`config.mk`:
```
export PLATFORM = sky130hd
export DESIGN_NAME = frame_sequencer
export DESIGN_NICKNAME = d
export VERILOG_FILES = /design/src/rtl/seq_pkg.sv /design/src/rtl/seq_down_counter.sv /design/src/rtl/seq_raster_scan.sv /design/src/rtl/frame_sequencer.sv
export SDC_FILE = /design/constraint.sdc
export NUM_CORES = 1
export LEC_CHECK = 0
export CORE_ASPECT_RATIO = 0.9
export CORE_MARGIN = 2
export CORE_UTILIZATION = 40
export CTS_BUF_LIST = sky130_fd_sc_hd__clkbuf_2 sky130_fd_sc_hd__clkbuf_4 sky130_fd_sc_hd__clkbuf_8
export DETAILED_ROUTE_END_ITERATION = 10
export PLACE_DENSITY = 0.66
export SETUP_SLACK_MARGIN = 0.02
export SLEW_MARGIN = 30
export SYNTH_ARGS = -nofsm -noshare
export SYNTH_HDL_FRONTEND = slang
export SYNTH_SLANG_ARGS = --single-unit
```
`constraint.sdc`:
```
create_clock -name clk -period 2.5 [get_ports clk]
set_input_delay 0.625 -clock clk [delete_from_list [all_inputs] [get_ports clk]]
set_output_delay 0.625 -clock clk [all_outputs]
set_load 0.05 [all_outputs]
```
`src/rtl/seq_pkg.sv`:
```
package seq_pkg;

  typedef enum logic [1:0] {
    SEQ_IDLE   = 2'd0,
    SEQ_EXPOSE = 2'd1,
    SEQ_READ   = 2'd2,
    SEQ_GAP    = 2'd3
  } seq_state_e;

  // Exposure length in clocks: fine units plus coarse units.
  function automatic logic [31:0] exp_cycles(input logic [7:0] fine,
                                             input logic [7:0] coarse,
                                             input int unsigned fine_step,
                                             input int unsigned coarse_step);
    return 32'(fine) * 32'(fine_step) + 32'(coarse) * 32'(coarse_step);
  endfunction

endpackage

```
`src/rtl/seq_down_counter.sv`:
```
module seq_down_counter #(
  parameter int unsigned W = 8
) (
  input  logic         clk,
  input  logic         rst_n,
  input  logic         load,
  input  logic [W-1:0] load_val,
  output logic         zero
);
  logic [W-1:0] cnt_q;

  always_ff @(posedge clk or negedge rst_n) begin
    if (!rst_n)           cnt_q <= '0;
    else if (load)        cnt_q <= load_val;
    else if (cnt_q != '0) cnt_q <= cnt_q - 1'b1;
  end

  assign zero = (cnt_q == '0);
endmodule

```
`src/rtl/seq_raster_scan.sv`:
```
module seq_raster_scan #(
  parameter int unsigned COLS = 128,
  parameter int unsigned ROWS = 128,
  localparam int unsigned XW = $clog2(COLS),
  localparam int unsigned YW = $clog2(ROWS)
) (
  input  logic          clk,
  input  logic          rst_n,
  input  logic          advance,
  output logic [XW-1:0] x,
  output logic [YW-1:0] y,
  output logic          last
);
  localparam logic [XW-1:0] XMAX = XW'(COLS - 1);
  localparam logic [YW-1:0] YMAX = YW'(ROWS - 1);

  logic x_end;
  assign x_end = (x == XMAX);
  assign last  = x_end && (y == YMAX);

  always_ff @(posedge clk or negedge rst_n) begin
    if (!rst_n) begin
      x <= '0;
      y <= '0;
    end else if (advance) begin
      x <= x_end ? '0 : x + 1'b1;
      if (x_end) y <= (y == YMAX) ? '0 : y + 1'b1;
    end
  end
endmodule

```
`src/rtl/frame_sequencer.sv`:
```
module frame_sequencer #(
  parameter int unsigned COLS        = 128,
  parameter int unsigned ROWS        = 128,
  parameter int unsigned C0_STEP     = 8,
  parameter int unsigned C1_STEP     = 2048,
  parameter int unsigned RESTART_GAP = 5,
  localparam int unsigned XW = $clog2(COLS),
  localparam int unsigned YW = $clog2(ROWS)
) (
  input  logic          clk,
  input  logic          rst_n,
  input  logic          start_i,
  input  logic [7:0]    exp_fine_i,
  input  logic [7:0]    exp_coarse_i,
  output logic          read_o,
  output logic          pix_valid_o,
  output logic [XW-1:0] pix_x_o,
  output logic [YW-1:0] pix_y_o,
  output logic          frame_done_o
);
  import seq_pkg::*;

  localparam int unsigned MAX_EXP = 255 * C0_STEP + 255 * C1_STEP;
  localparam int unsigned EXP_W   = $clog2(MAX_EXP + 1);
  localparam int unsigned GAP_W   = $clog2(RESTART_GAP + 1);
  localparam logic [XW-1:0] XMAX  = XW'(COLS - 1);

  seq_state_e   state_q, state_d;
  logic         launch, exp_zero, gap_zero, scan_last, scan_adv, gap_load;
  logic         done_q;
  logic [31:0]  exp_full;
  logic [EXP_W-1:0] exp_load_val;

  // Named internal events
  assign launch   = ((state_q == SEQ_IDLE) && start_i) ||
                    ((state_q == SEQ_GAP) && gap_zero);
  assign scan_adv = (state_q == SEQ_READ);
  assign gap_load = scan_adv && scan_last;

  assign exp_full     = exp_cycles(exp_fine_i, exp_coarse_i, C0_STEP, C1_STEP);
  assign exp_load_val = exp_full[EXP_W-1:0];

  seq_down_counter #(.W(EXP_W)) u_exp_timer (
    .clk(clk), .rst_n(rst_n), .load(launch),
    .load_val(exp_load_val), .zero(exp_zero)
  );

  seq_down_counter #(.W(GAP_W)) u_gap_timer (
    .clk(clk), .rst_n(rst_n), .load(gap_load),
    .load_val(GAP_W'(RESTART_GAP - 1)), .zero(gap_zero)
  );

  seq_raster_scan #(.COLS(COLS), .ROWS(ROWS)) u_scan (
    .clk(clk), .rst_n(rst_n), .advance(scan_adv),
    .x(pix_x_o), .y(pix_y_o), .last(scan_last)
  );

  always_comb begin
    state_d = state_q;
    unique case (state_q)
      SEQ_IDLE:   if (launch)    state_d = SEQ_EXPOSE;
      SEQ_EXPOSE: if (exp_zero)  state_d = SEQ_READ;
      SEQ_READ:   if (scan_last) state_d = SEQ_GAP;
      SEQ_GAP:    if (launch)    state_d = SEQ_EXPOSE;
      default:                   state_d = SEQ_IDLE;
    endcase
  end

  always_ff @(posedge clk or negedge rst_n) begin
    if (!rst_n) begin
      state_q <= SEQ_IDLE;
      done_q  <= 1'b0;
    end else begin
      state_q <= state_d;
      done_q  <= gap_load;
    end
  end

  assign read_o       = (state_q == SEQ_READ);
  assign pix_valid_o  = scan_adv;
  assign frame_done_o = done_q;

  // Assertions
  a_r3_zero_exp_reads: assert property (@(posedge clk) disable iff (!rst_n)
    (state_q == SEQ_EXPOSE && exp_zero) |=> read_o);

  a_r4_origin_first: assert property (@(posedge clk) disable iff (!rst_n)
    $rose(read_o) |-> (pix_x_o == '0 && pix_y_o == '0));

  a_r4_x_steps: assert property (@(posedge clk) disable iff (!rst_n)
    (read_o && $past(read_o)) |->
      (pix_x_o == (($past(pix_x_o) == XMAX) ? '0 : $past(pix_x_o) + 1'b1)));

  a_r5_done_at_fall: assert property (@(posedge clk) disable iff (!rst_n)
    frame_done_o |-> $fell(read_o));

  a_r5_done_single: assert property (@(posedge clk) disable iff (!rst_n)
    frame_done_o |=> !frame_done_o);

  a_r8_window_holds: assert property (@(posedge clk) disable iff (!rst_n)
    (read_o && !scan_last) |=> read_o);
endmodule

```
# Word level (Yosys, flattened, before mapping)
# Cells that the tools add are included.
[word_totals] mem_count=0 input_bits=19 elab_cells=44 ramBits=0 register_bits=39 mem_bits_ro=0 out_inout_bits=17 latchBits=0
[classes] shift=0 n_mul=0 bitwise=0 n_reduce_logical=15 n_addsub=5 muxes=10 n_eq_ne=8 n_lt_le_gt_ge=0 div=0
[ops] op="2-to-1 mux 19 bit" n=2
[ops] op="adder 11 x 19 -> 19 bit" n=1
[ops] op="logical NOT 19 bit" n=1
[ops] op="nonzero test 19 bit" n=1
[ops] op="subtractor 19 x 1 -> 19 bit, second input constant" n=1
[ops] op="adder 7 x 1 -> 7 bit, second input constant" n=2
[ops] op="== test 7 bit, second input constant" n=2
[ops] op="2-to-1 mux 7 bit" n=2
[ops] op="2-to-1 mux 2 bit" n=3
[ops] op="2-to-1 mux 3 bit" n=2
[ops] op="one-hot mux 2 bit (3 select lines)" n=1
[ops] op="== test 2 bit, second input constant" n=2
[ops] op="logical AND 1 bit" n=4
[ops] op="inequality test 2 bit, second input constant" n=2
[ops] op="nonzero test 2 bit" n=2
[ops] op="logical NOT 3 bit" n=1
[ops] op="AND reduction 3 bit" n=1
[ops] op="nonzero test 3 bit" n=1
[ops] op="subtractor 3 x 1 -> 3 bit, second input constant" n=1
[ops] op="== test 2 x 1 -> 1 bit, second input constant" n=1
[ops] op="logical NOT 2 bit" n=1
[ops] op="inequality test 2 x 1 -> 1 bit, second input constant" n=1
[ops] op="AND reduction 2 bit" n=1
[ops] op="OR reduction 2 bit" n=1
[ops] op="logical OR 1 bit" n=1

# Logic depth before layout (Yosys ltp)
# Gate-level depths: netlist of the first run.
[depth] depth_word=5 depth_mapped=8 mapped_depth_nobuf=7

# Hierarchy
# A second synthesis of the first run with hierarchy kept.
[hier_totals] hier_cells=238 area_unflattened_um2=2284.7
[by_module_without_submodules] mod="seq_down_counter (u_exp_timer)" n_inst=1 cells_each=127 seq_area_each_um2=475.5 area_per_inst_um2=1117.3
[by_module_without_submodules] mod="seq_raster_scan" n_inst=1 cells_each=70 seq_area_each_um2=350.3 area_per_inst_um2=744.5
[by_module_without_submodules] mod="frame_sequencer" n_inst=1 cells_each=20 seq_area_each_um2=75.1 area_per_inst_um2=221.5
[by_module_without_submodules] mod="seq_down_counter (u_gap_timer)" n_inst=1 cells_each=21 seq_area_each_um2=75.1 area_per_inst_um2=201.4

# Worst setup path before layout of the first run
# No wires, ideal clock.
[synth_path] path_kind="register to register" from="register state_q[0]" to="register u_scan.y[0]" stages_incl_launch_ff=7 t_arrival_ns=2.074 period_less_slack_ns=2.199 path_buffers=1 setup_time_ns=0.125 slack_ns=0.301 required_ns=2.375 path_cell_list="dfrtp_1 > inv_1 > ha_1 > clkbuf_1 > inv_1 > nor3_2 > mux2_2"
[synth_between] elab_chain_cells=2
[synth_rtl] element="start: declaration" line="frame_sequencer.sv:28" source="seq_state_e state_q, state_d;"
[synth_rtl] element="start signal: assignment" line="frame_sequencer.sv:74" source="state_q <= state_d;"
[synth_rtl] element="== test 2 bit" line="frame_sequencer.sv:37" source="assign scan_adv = (state_q == SEQ_READ);"
[synth_rtl] element="via pix_valid_o" line="frame_sequencer.sv:16" source="output logic pix_valid_o,"
[synth_rtl] element="AND reduction 2 bit (no source line)"
[synth_rtl] element="end signal: assignment" line="seq_raster_scan.sv:27" source="if (x_end) y <= (y == YMAX) ? '0 : y + 1'b1;"
[synth_rtl] element="end: declaration" line="seq_raster_scan.sv:11" source="output logic [YW-1:0] y,"
# The timed path passes the listed nets, and every way through them passes these cells.
# A chain may end at the register's enable or synchronous reset.

# Worst setup path after layout of the first run
[layout_path] from="register u_exp_timer.cnt_q[0]" to="register state_q[1]"
[layout_between] elab_chain_cells=3
[layout_rtl] element="start: declaration" line="seq_down_counter.sv:10" source="logic [W-1:0] cnt_q;"
[layout_rtl] element="start signal: assignment" line="seq_down_counter.sv:14" source="else if (load) cnt_q <= load_val;"
[layout_rtl] element="start signal: assignment" line="seq_down_counter.sv:15" source="else if (cnt_q != '0) cnt_q <= cnt_q - 1'b1;"
[layout_rtl] element="logical NOT 19 bit" line="seq_down_counter.sv:18" source="assign zero = (cnt_q == '0);"
[layout_rtl] element="inequality test 2 bit (no source line)"
[layout_rtl] element="AND reduction 3 bit (no source line)"
# Every way passes these cells.

==> results of run 1 <==
## report_power, final
part	internal, mW	leakage (nW)	switching [mW]
clock	0.323	0.0612	0.219
combinational	0.0251	0.562	0.0161
sequential	0.630	0.459	0
total	0.978	1.08	0.235
## metrics by stage
step / total power, mW / area (µm²) / cells / util [%]
floorplan: 0.644 / 2090 / 208 / -
global placement: 0.685 / 2540 / 310 / 51.3
detailed placement: 0.685 / 2540 / 310 / 51.3
CTS: 1.23 / 2660 / 318 / 53.7
global route: 1.26 / 2660 / 318 / 53.7
finish: 1.21 / 2660 / 318 / 53.7
## worst paths after layout
| path | slack, ns | end | cells after the start |
|---|---|---|---|
| min in group clk | 0.50 | u_scan.y[6] | 1 |
| max reg2reg | 0.30 | state_q[1] | 7 |
| min reg2reg | 0.50 | u_scan.y[6] | 1 |
| min | 0.24 | u_exp_timer.cnt_q[0] | 1 |
| max in group asynchronous | 1.62 | u_scan.y[5] | 2 |
| max | 0.30 | state_q[1] | 7 |
## cell type report
class	instances	share of cell area, %
Clock buffer	6	3.10
Sequential cell	39	36.7
Multi-Input combinational cell	156	39.9
Timing Repair Buffer	42	14.8
Inverter	8	1.13
Clock inverter	2	1.32
Tap cell	65	3.06
## logic make-up after synthesis
group | synth area share, %
and+or+nand+nor | 20.9
AOI/OAI and AO/OA | 14.8
DFF | 46.7
xor gates and xnor gates | 7.12
buffers and inverters | 2.51
adders and majority gates | 5.39
muxes | 2.57
## sequential cells by signal, indices dropped and copies added (netlist names)
register,count
u_exp_timer.cnt_q,19
u_gap_timer.cnt_q,3
state_q,2
frame_done_o,1
u_scan.y,7
u_scan.x,7
## metal layers
metal	track usage, %	wire [µm]	vias to the layer above
li1	-	-	840
met1	23.6	2230	760
met2	22.8	1850	27
met3	4.95	158	2
met4	3.39	7	0
met5	0	0	-
## Yosys cell counts (all sizes together), types with 2 or more instances
cell / instances / share of area [%]
a2111oi: 2 / 0.84
a211oi: 4 / 1.7
a21oi: 9 / 2.2
buf: 2 / 0.54
clkbuf: 3 / 0.54
dfrtp: 39 / 47
ha: 9 / 5.4
inv: 8 / 1.4
mux2: 3 / 1.6
mux2i: 2 / 0.96
nand2: 23 / 4.5
nand3: 4 / 0.96
nand4: 7 / 2.1
nor2: 17 / 3.1
nor2b: 2 / 0.60
nor3: 9 / 2.6
nor4: 2 / 1.3
o21a: 2 / 0.72
o21ai: 14 / 3.4
o31ai: 6 / 2.2
o41a: 2 / 1.1
or3: 5 / 1.5
or4: 3 / 1.4
xnor2: 12 / 5.0
xor2: 5 / 2.1
## worst reg2reg max path, delay by kind of cell (launching register included)
kind,cells,cell delay [ns]
simple gates,3,1.05
fa+ha+maj,1,0.21
flops,1,0.40
buf+inv,1,0.09
compound gates,2,0.34
==> metrics.md, run 1 <==
| Metric | Value |
|---|---|
| DR DRC count | `0` |
| Setup ws final | `0.296 ns` |
| Post-DR vias/cell | `5.12` |
| Largest net degree at the start of global routing | `24` |
| Syn_nets | `236` |
| Commonest non-fill, non-tap cell in the layout | `dfrtp_1` |
| Input/output buffers | `35` |
| Area grow syn2layout | `27.2%` |
| Max Fclk | `454 MHz` |
| Grt total ovfl | `0` |
| CTS root buf | `clkbuf_8` |
| Flop and latch count out of synthesis | `39` |
| Post-CTS Hold Buffers | `0` |
| WHS | `0.242 ns` |
| Chip Width | `80.2 µm` |
| DP Worst Slack | `0.302 ns` |
| Hpwl dp | `3190 µm` |
| Inserted Clock Buffers | `5` |
| Crit Path Max Fanout | `9` |
| MaxCap Viol Count | `0` |
| Async set-reset flop share out of synthesis | `100%` |
| Syn Inst Count | `208` |
| Power Dens Cells | `456 mW/mm²` |
| Layout Skew | `0.00447 ns` |
| Post-synth cell types | `46` |
| CP max-delay cell | `or4b_4` |
| Via Count | `1629` |
| EDFF count, synth | `0` |
| Gp weighted congestion | `0.896` |
| GRT Util Overall | `15.9%` |
| CP Capture Type | `register` |
| DR iter-0 viols | `104` |
| Cell Rows | `24` |
| Fin nets | `280` |
| Core outline area | `0.00495 mm²` |
| Max Root-Sink Buffers | `2` |
| WP data arrival | `2.38 ns` |
| Routed wire length | `4240 µm` |
| Initial antenna violation count | `0` |
| Remaining antenna violation count after routing | `0` |
| Initial core utilization | `42.2%` |
| WL/cell | `13.3 µm` |
| Critical path origin | `u_exp_timer.cnt_q[0]` |
| Io pins | `36` |
| Peak supply drop | `0.000215 V` |
| Clk sinks | `39` |
| Main synth FF type | `dfrtp_1` |
| Syn Area/Cell | `10.1 µm²` |
| Clock Latency Late Sink | `0.29 ns` |
| CP cell instances | `inv_1, ha_1, or4b_4, nor4_4, nand2_4, a211oi_2, o2bb2ai_1` |
| Least-Margin Pin Slew | `0.551 ns` |
| Hold Crit Class | `in2async` |
| Final setup fails | `0` |
| Top delay family on crit path | `simple AND/OR/NAND/NOR gates` |
| Final hold vios | `0` |
| Post-synthesis sequential area ratio | `46.7%` |
| Worst setup SP type | `register` |
| First-pass DRT Iterations | `4` |
| WS Path Type | `reg2reg` |
| Setup TNS | `0 ns` |
| Unrepaired setup endpoints after global routing | `no` |
| # fillers | `455` |
| CTS clk-pin slew, worst paths | `0.08 ns` |
| TritonCTS clock tree | `done` |
| Ant diodes | `0` |
| Cell Area, Synth | `0.00209 mm²` |
| Layout cells sized above 1 | `11.5%` |
| Leakage | `1.08 nW` |
| Synth warn | `0` |
| Worst path bufs/invs | `1` |
| CTS H-Tree Depth | `2` |
| Storage cell area | `976 µm²` |
| Die Span Y | `72.6 µm` |
| Vias in the first global route | `1513` |
| Commonest non-fill, non-tap cells in the layout | `dfrtp_1, clkdlybuf4s50_1, nand2_1` |
| Fin crit share | `88.1%` |
| Slew HR | `63.1%` |
| Die area | `0.00582 mm²` |
| PostCTS Resize Cnt | `0` |
| CP max stage delay | `0.53 ns` |
| Post-layout min period | `2.20 ns` |
| Status | `complete, no violations` |
| Setup Buffers After CTS | `0` |
| Global-route wire length before repair | `7190 µm` |
| Reg2reg start | `u_exp_timer.cnt_q[0]` |
| Area of the multi-input gates | `0.00106 mm²` |
| Max-slew violations | `0` |
| CP Data Required Time | `2.68 ns` |
Power figures use the tool's default switching activity.
==> run 2: changes to the inputs <==
Settings changed: CAP_MARGIN set to 30, CTS_CLUSTER_SIZE set to 8.
==> results of run 2 <==
The final DEF is identical to that of run 1; final timing and power are the same.
